**src/rtl/irq_pkg.sv**
```systemverilog
package irq_pkg;
  localparam int unsigned SRC_N  = 8;
  localparam int unsigned CODE_W = 3;
  localparam int unsigned CODE_N = 1 << CODE_W;

  localparam int unsigned B_RX0  = 0;
  localparam int unsigned B_RX1  = 1;
  localparam int unsigned B_TX0  = 2;
  localparam int unsigned B_TX1  = 3;
  localparam int unsigned B_TX2  = 4;
  localparam int unsigned B_WAKE = 5;
  localparam int unsigned B_ERR  = 6;
  localparam int unsigned B_MERR = 7;

  // source bit reported by each nonzero code; code 0 has no source
  function automatic int unsigned code_src(input logic [CODE_W-1:0] c);
    case (c)
      3'd1:    return B_ERR;
      3'd2:    return B_WAKE;
      3'd3:    return B_TX0;
      3'd4:    return B_TX1;
      3'd5:    return B_TX2;
      3'd6:    return B_RX0;
      3'd7:    return B_RX1;
      default: return B_MERR;
    endcase
  endfunction
endpackage

```
**src/rtl/irq_flag_bank.sv**
```systemverilog
module irq_flag_bank #(
  parameter int unsigned N = irq_pkg::SRC_N
) (
  input  logic         clk_i,
  input  logic         rst_ni,
  input  logic         en_we_i,
  input  logic         fl_we_i,
  input  logic [N-1:0] mask_i,
  input  logic [N-1:0] wdata_i,
  input  logic [N-1:0] set_i,
  input  logic [N-1:0] hold_i,
  output logic [N-1:0] en_o,
  output logic [N-1:0] flag_o
);
  for (genvar i = 0; i < N; i++) begin : g_bit
    logic en_q, fl_q, fl_d;

    always_comb begin
      fl_d = fl_q;
      if (fl_we_i && mask_i[i]) fl_d = wdata_i[i] | (fl_q & hold_i[i]);
      fl_d = fl_d | set_i[i];  // hardware set beats host clear
    end

    always_ff @(posedge clk_i or negedge rst_ni) begin
      if (!rst_ni) begin
        en_q <= 1'b0;
        fl_q <= 1'b0;
      end else begin
        if (en_we_i && mask_i[i]) en_q <= wdata_i[i];
        fl_q <= fl_d;
      end
    end

    assign en_o[i]   = en_q;
    assign flag_o[i] = fl_q;
  end
endmodule

```
**src/rtl/irq_prio_enc.sv**
```systemverilog
module irq_prio_enc #(
  parameter int unsigned N      = irq_pkg::SRC_N,
  parameter int unsigned CODE_W = irq_pkg::CODE_W
) (
  input  logic [N-1:0]      pend_i,
  output logic [CODE_W-1:0] code_o
);
  localparam int unsigned CODE_N = 1 << CODE_W;

  always_comb begin
    code_o = '0;
    for (int k = CODE_N - 1; k >= 1; k--) begin
      if (pend_i[irq_pkg::code_src(CODE_W'(k))]) code_o = CODE_W'(k);
    end
  end
endmodule

```
**src/rtl/irq_wake_det.sv**
```systemverilog
module irq_wake_det (
  input  logic clk_i,
  input  logic rst_ni,
  input  logic sleep_i,
  input  logic bus_act_i,
  input  logic wake_en_i,
  output logic det_o,
  output logic req_o
);
  logic det_q;

  assign det_o = sleep_i & bus_act_i & wake_en_i;

  always_ff @(posedge clk_i or negedge rst_ni) begin
    if (!rst_ni) begin
      det_q <= 1'b0;
      req_o <= 1'b0;
    end else begin
      det_q <= det_o;
      req_o <= det_o & ~det_q;  // one pulse per detection
    end
  end
endmodule

```
**src/rtl/irq_flag_ctrl.sv**
```systemverilog
module irq_flag_ctrl #(
  parameter int unsigned SRC_N  = irq_pkg::SRC_N,
  parameter int unsigned CODE_W = irq_pkg::CODE_W
) (
  input  logic              clk_i,
  input  logic              rst_ni,
  input  logic              reg_sel_i,
  input  logic              reg_wr_i,
  input  logic              reg_mod_i,
  input  logic [SRC_N-1:0]  reg_mask_i,
  input  logic [SRC_N-1:0]  reg_wdata_i,
  output logic [SRC_N-1:0]  reg_rdata_o,
  input  logic [SRC_N-1:0]  evt_i,
  input  logic [SRC_N-1:0]  cond_i,
  input  logic              sleep_i,
  input  logic              bus_act_i,
  output logic              irq_no,
  output logic [CODE_W-1:0] icode_o,
  output logic              wake_req_o
);
  logic [SRC_N-1:0] en_q, flag_q, set_v, mask_v, pend;
  logic             wake_det;

  assign mask_v = reg_mod_i ? reg_mask_i : '1;

  always_comb begin
    set_v = evt_i;
    set_v[irq_pkg::B_WAKE] = evt_i[irq_pkg::B_WAKE] | wake_det;
  end

  irq_flag_bank #(.N(SRC_N)) u_bank (
    .clk_i   (clk_i),
    .rst_ni  (rst_ni),
    .en_we_i (reg_wr_i & ~reg_sel_i),
    .fl_we_i (reg_wr_i & reg_sel_i),
    .mask_i  (mask_v),
    .wdata_i (reg_wdata_i),
    .set_i   (set_v),
    .hold_i  (cond_i),
    .en_o    (en_q),
    .flag_o  (flag_q)
  );

  irq_wake_det u_wake (
    .clk_i     (clk_i),
    .rst_ni    (rst_ni),
    .sleep_i   (sleep_i),
    .bus_act_i (bus_act_i),
    .wake_en_i (en_q[irq_pkg::B_WAKE]),
    .det_o     (wake_det),
    .req_o     (wake_req_o)
  );

  assign pend = en_q & flag_q;

  irq_prio_enc #(.N(SRC_N), .CODE_W(CODE_W)) u_enc (
    .pend_i (pend),
    .code_o (icode_o)
  );

  assign irq_no      = ~|pend;
  assign reg_rdata_o = reg_sel_i ? flag_q : en_q;
endmodule

```
**config.mk**
```make
export PLATFORM = sky130hd
export DESIGN_NAME = irq_flag_ctrl
export DESIGN_NICKNAME = d
export VERILOG_FILES = /design/src/rtl/irq_pkg.sv /design/src/rtl/irq_flag_bank.sv /design/src/rtl/irq_prio_enc.sv /design/src/rtl/irq_wake_det.sv /design/src/rtl/irq_flag_ctrl.sv
export SDC_FILE = /design/constraint.sdc
export NUM_CORES = 1
export LEC_CHECK = 0
export ABC_AREA = 1
export BUFFER_PORTS_ARGS = -buffer_cell sky130_fd_sc_hd__buf_2
export CORE_MARGIN = 3
export CORE_UTILIZATION = 35
export CTS_CLUSTER_DIAMETER = 100
export DETAILED_ROUTE_END_ITERATION = 7
export MAX_ROUTING_LAYER = met4
export SYNTH_ARGS = -nofsm -noshare
export SYNTH_HDL_FRONTEND = slang
export SYNTH_SLANG_ARGS = --single-unit
```
**constraint.sdc**
```tcl
create_clock -name clk_i -period 2.2 [get_ports clk_i]
set_input_delay 0.55 -clock clk_i [delete_from_list [all_inputs] [get_ports clk_i]]
set_output_delay 0.55 -clock clk_i [all_outputs]
set_load 0.01 [all_outputs]
```
==> results.py, run 1 <==
metrics = {
    "critical_path": {
        "crit_type": "input pin to output port",
        "path_buf_inv": 2,
        "path_delay_family": "buffers and inverters",
        "cp_data_required_time_ps": 1650,
        "crit_arrival_ps": 1330,
        "start_kind": "input pin",
        "crit_path_max_incr_delay_ps": 380,
        "timing.rr.start": "u_bank.g_bit[5].en_q$_DFFE_PN0P_",
        "crit_fanout": 12,
        "crit_slowest_cell": "mux2_2",
        "end_kind": "output port",
        "path_common_cell": "buf_2",
        "cp_cell_sequence": "buf_2, mux2_2, buf_2",
        "crit_start": "reg_sel_i",
    },
    "outcome": {
        "status": "finished, final reports clean",
    },
    "detailed_routing": {
        "route.vias.total": 1053,
        "wl_per_cell_um": 12.5,
        "routed_via_density": 4.92,
        "antenna_left": 0,
        "dr.pass1.iters": 5,
        "totalWireLength_um": 2670,
        "drt_iter0_markers": 30,
        "drc": 0,
    },
    "global_routing": {
        "grt_pass1_wl_um": 4240,
        "antenna_found_initial": 0,
        "globalRoute.totalOverflow": 0,
        "grt_max_degree": 19,
        "grt_pass1_vias": 1056,
        "grtUsageTotal_pct": 16.1,
    },
    "clocking": {
        "htreeDepth": 1,
        "cts_inserted_buffers": 3,
        "cts-hold-fix-buffers": 0,
        "clockRootBuffer": "clkbuf_4",
        "cts_tree": "built",
        "clk_pin_slew_worst_paths_ps": 100,
        "post_cts_buffers": 0,
        "clock-sinks": 18,
        "insertion_delay_ps": 290,
        "clock_path_buffers": 2,
        "cts-resized-gates": 0,
    },
    "sta": {
        "hold_viol": 0,
        "fin_setup_tns_ps": 0,
        "worst_pin_slew_ps": 409,
        "slew_headroom_pct": 72.7,
        "slew_viol_final": 0,
        "rsz0062_at_grt": "no",
        "fin_crit_sh_pct": 85.6,
        "skew_ps": 0.244,
        "setup_viol": 0,
        "fin_crit_ps": 1880,
        "clock.fmax_mhz": 531,
    },
    "synth": {
        "synth_top_area_share_pct": 44.1,
        "synth.area.top_cells": "dfrtp_1, nand2_1, o21ai_0, mux2_2, inv_1",
        "ys_warn_count": 0,
        "synth-seq-cells": 18,
        "synth_cells": 132,
        "synth_area_leader_cell": "dfrtp_1",
        "synth.distinct_cells": 16,
        "syn-cell-area_sq_um": 1020,
        "avgSynthCellArea_sq_um": 7.74,
        "syn_nets": 171,
        "ys_seq_area_share_pct": 44.1,
    },
    "finish": {
        "final.fill_count": 280,
        "drive_gt1_share_pct": 34.2,
        "nNetsFinal": 225,
        "final_common_cell": "buf_2",
        "final_cell_mix": "buf_2, nand2_1, o21ai_0, dfrtp_1, inv_1",
        "fin_cells": 214,
        "final_area_sq_um": 1330,
        "diodes": 0,
        "areaGrowthSynthToFinish_pct": 29.9,
    },
    "run": {
        "maxCapViolations": 0,
    },
    "floorplanning": {
        "core-area_sq_um": 2640,
        "dieArea_sq_um": 3610,
        "die_x_um": 60.0,
        "num_rows": 18,
        "initial_core_util_pct": 38.8,
        "io_pins": 52,
        "die_h_um": 60.0,
    },
    "power_and_ir_drop": {
        "p_per_area_nw_per_um2": 581,
        "p_leak_nw": 0.688,
        "peakVddDrop_v": 0.000394,
    },
    "placement": {
        "place.port_buffers": 51,
        "gp_congestion": 0.754,
        "hpwl_um": 2100,
        "dpl.cell_count": 211,
        "place_area_sq_um": 1310,
    },
    "hold_path": {
        "hp-class": "input pin to async pin",
    },
}
## cell type report
class	instances	area [sq um]	area share [%]
multi-input cells	96	502	37.8
repair buffers	51	255	19.2
flip-flops and latches	18	450	33.9
well taps	30	37.5	2.83
clock buffers	3	22.5	1.70
inverters	16	60.1	4.52
## cells in the mapped netlist
master,n
a21oi_1,2
buf_2,2
dfrtp_1,18
inv_1,14
inv_2,2
mux2_2,6
nand2_1,31
nand3_1,2
nand3b_1,7
nand4_1,1
nor2_1,7
nor2_2,1
o21a_1,1
o21ai_0,23
o21ai_1,8
or2_0,7
## flip-flops by register name, indices dropped and copies added (netlist names)
name and count:
u_wake.req_o 1, u_bank.g_bit.fl_q 8, u_wake.det_q 1, u_bank.g_bit.en_q 8
## cells by family after synthesis
logic type | synth area share, %
AND/OR/NAND/NOR | 25.6
AO/OA/AOI/OAI | 16.9
flip-flops | 44.1
buffers and inverters | 6.85
multiplexers | 6.61
## where the power goes
group / internal (mW) / switching, mW / leakage, nW
Sequential: 0.362 / 0.0231 / 0.198
Clock: 0.0636 / 0.0995 / 0.0138
Combinational: 0.0998 / 0.123 / 0.476
## worst reg2reg max path, delay by kind of cell, from the launching register on
kind	cells	cell delay (ps)
AND/OR/NAND/NOR	2	250
flip-flops	1	420
## metrics by stage
step,utilization (%),setup slack (ps),hold slack (ps),total power [mW]
after CTS,50.4,321,184,0.779
after global routing,50.4,193,190,0.822
after detailed placement,49.5,323,395,0.617
after global placement,49.5,339,385,0.610
final,50.4,317,168,0.771
after floorplan,-,559,254,0.517
## worst paths after layout
check	to	slack, ps	cells after the start
max	reg_rdata_o[1]	320	3
min	u_bank.g_bit[0].fl_q$_DFF_PN0_	170	1
max reg2reg	u_bank.g_bit[5].fl_q$_DFF_PN0_	1420	2
min reg2reg	u_wake.req_o$_DFF_PN0_	410	1
max in group asynchronous	u_bank.g_bit[6].fl_q$_DFF_PN0_	1740	1
min in group clk_i	u_wake.req_o$_DFF_PN0_	410	1
## layer usage
metal	wire [um]	vias to the layer above	track usage (%)
met2	1290	36	27.2
met4	13	0	2.22
met5	0	-	-
li1	-	540	-
met3	192	2	4.54
met1	1180	475	19.5
Note: power is estimated with default switching activity, not from simulation.
==> run 2, diff against run 1 <==
- CORE_MARGIN: 3 -> 2
- SETUP_SLACK_MARGIN: not set -> 0.2
==> run 2 against run 1 <==
  * Clock power grew 32%
  * Non-clock buffer count grew 3
  * Sequential share of layout area fell by 1.1 points
  * Combinational power increased by 7%
  * Register-to-register slack about the same
  * Flip-flop and latch count did not move
  * Via count grew 4.9%
  * Worst hold slack got worse by 5.6 ps
  * Critical path depth is 3 higher
  * Cell count grew 2.3%
==> results.py, run 2 (synthesis gave the netlist of run 1 again) <==
metrics = {
    "outcome": {
        "status": "finished, final reports clean",
    },
    "clocking": {
        "insertion_delay_ps": 300,
        "clock_path_buffers": 2,
        "cts_inserted_buffers": 3,
        "clock-sinks": 18,
        "clockRootBuffer": "clkbuf_4",
        "clk_pin_slew_worst_paths_ps": 110,
        "cts-hold-fix-buffers": 0,
        "htreeDepth": 1,
        "cts_tree": "built",
    },
    "critical_path": {
        "crit_slowest_cell": "dfrtp_1",
        "crit_type": "flip-flop to output port",
        "path_delay_family": "simple AND/OR/NAND/NOR gates",
        "crit_arrival_ps": 1350,
        "timing.rr.start": "u_bank.g_bit[3].fl_q$_DFF_PN0_",
        "cp_cell_sequence": "nand2_2, nand2_1, nor2_2, nand2_1, nor2_1, buf_2",
        "reg2reg_depth": 3,
        "path_common_cell": "nand2_1",
        "end_kind": "output port",
        "rrSetupSlack_ps": 1420,
        "start_kind": "flip-flop",
        "crit_start": "u_bank.g_bit[0].fl_q$_DFF_PN0_",
        "crit_cells": 6,
        "path_buf_inv": 1,
        "r2r-end": "u_bank.g_bit[3].fl_q$_DFF_PN0_",
        "cp_data_required_time_ps": 1650,
        "crit_fanout": 3,
        "critPathCapture": "irq_no",
        "crit_path_max_incr_delay_ps": 430,
    },
    "floorplanning": {
        "die_h_um": 58.0,
        "num_rows": 19,
        "core-area_sq_um": 2760,
        "initial_core_util_pct": 37.1,
        "dieArea_sq_um": 3370,
        "die_x_um": 58.0,
        "io_pins": 52,
    },
    "sta": {
        "rsz0062_at_grt": "no",
        "fin_setup_tns_ps": 0,
        "setup_viol": 0,
        "slew_headroom_pct": 72.0,
        "clock.fmax_mhz": 527,
        "fin_crit_ps": 1900,
        "skew_ps": 0.288,
        "hold_viol": 0,
        "fin_crit_sh_pct": 86.2,
        "worst_pin_slew_ps": 420,
        "slew_viol_final": 0,
    },
    "global_routing": {
        "grt_max_degree": 19,
        "grt_pass1_wl_um": 4530,
        "grt_pass1_vias": 1066,
        "globalRoute.totalOverflow": 0,
        "antenna_found_initial": 0,
        "grtUsageTotal_pct": 18.0,
    },
    "hold_path": {
        "hp-class": "input pin to async pin",
    },
    "finish": {
        "final_common_cell": "buf_2",
        "diodes": 0,
        "regArea_sq_um": 450,
        "reg_top3": "u_bank.g_bit.en_q: 8 flops, u_bank.g_bit.fl_q: 8 flops",
        "drive_gt1_share_pct": 37.2,
        "final_area_sq_um": 1370,
        "final_cell_mix": "buf_2, nand2_1, o21ai_0, dfrtp_1, inv_1",
        "areaGrowthSynthToFinish_pct": 34.3,
        "final.fill_count": 277,
        "multi_input_area_sq_um": 509,
        "nNetsFinal": 228,
    },
    "detailed_routing": {
        "antenna_left": 0,
        "routed_via_density": 5.05,
        "drt_iter0_markers": 32,
        "route.vias.total": 1105,
        "drc": 0,
        "totalWireLength_um": 2740,
        "wl_per_cell_um": 12.5,
        "dr.pass1.iters": 4,
    },
    "power_and_ir_drop": {
        "clkPwrFrac_pct": 25.7,
        "internal-power_mw": 0.571,
        "peakVddDrop_v": 0.000311,
        "p_leak_nw": 0.710,
        "swShare_pct": 31.9,
        "comb_power_share_pct": 28.5,
        "p_switching_mw": 0.268,
        "p_per_area_nw_per_um2": 611,
        "power.total_mw": 0.839,
        "power_frac_seq_pct": 45.9,
    },
    "placement": {
        "hpwl_um": 2050,
        "gp_congestion": 0.771,
        "place_area_sq_um": 1310,
        "place.port_buffers": 51,
    },
    "run": {
        "maxCapViolations": 0,
    },
}
==> run 2: cell count changes in the layout (fill, tap and decap cells not counted), sizes merged <==
| cell | before | now |
|---|---|---|
| buf | 51 | 54 |
| clkbuf | 3 | 4 |
==> run 2: metal layers <==
metal,global-route usage (%),vias up,wire (um)
met5,-,-,0
li1,-,547,-
met4,8.31,0,29
met3,2.90,4,208
met1,21.5,516,1100
met2,29.7,38,1400
==> run 2: worst min-delay path by stage <==
stage,start,to,cells past startpoint
after floorplan,rst_ni,u_bank.g_bit[0].en_q$_DFFE_PN0P_,0
after global placement,u_wake.det_q$_DFF_PN0_,u_wake.req_o$_DFF_PN0_,1
after detailed placement,u_wake.det_q$_DFF_PN0_,u_wake.req_o$_DFF_PN0_,1
after CTS,rst_ni,u_bank.g_bit[2].fl_q$_DFF_PN0_,1
after global routing,rst_ni,u_bank.g_bit[0].fl_q$_DFF_PN0_,1
final,rst_ni,u_bank.g_bit[5].en_q$_DFFE_PN0P_,1
==> run 2: power groups by stage <==
stage	logic (mW)	clock network, mW	registers [mW]
3_5_place_dp	0.225	0	0.390
3_3_place_gp	0.219	0	0.390
6_report	0.239	0.215	0.385
4_1_cts	0.228	0.222	0.384
2_1_floorplan	0.132	0	0.385
5_1_grt	0.270	0.233	0.389
==> run 2: area by class of cell <==
class                   instances  share of cell area (%)
clock buffers                   4                    2.64
inverters                      16                    4.38
multi-input cells              96                    37.1
flip-flops and latches         18                    32.8
well taps                      31                    2.83
repair buffers                 54                    20.2
==> run 2: what timing repair did <==
action	4_1_cts	5_1_grt
resized for setup	0	3
setup buffers	0	3
endpoints found under the setup margin	0	1
==> run 2: through the flow <==
stage          util [%]  setup WS (ps)  std cells  hold WS (ps)
5_1_grt            49.8            193        219           177
4_1_cts            48.7            246        216           175
3_3_place_gp       47.4            337        212           382
2_1_floorplan         -            559        132           254
3_5_place_dp       47.4            321        212           391
6_report           49.8            304        219           163
==> run 2: worst reg2reg max path: cells and delay by family (launching register included) <==
family	cells	cell delay [ps]
AND/OR/NAND/NOR	1	90
buffers and inverters	1	130
flip-flops	1	390
AO/OA/AOI/OAI	1	60
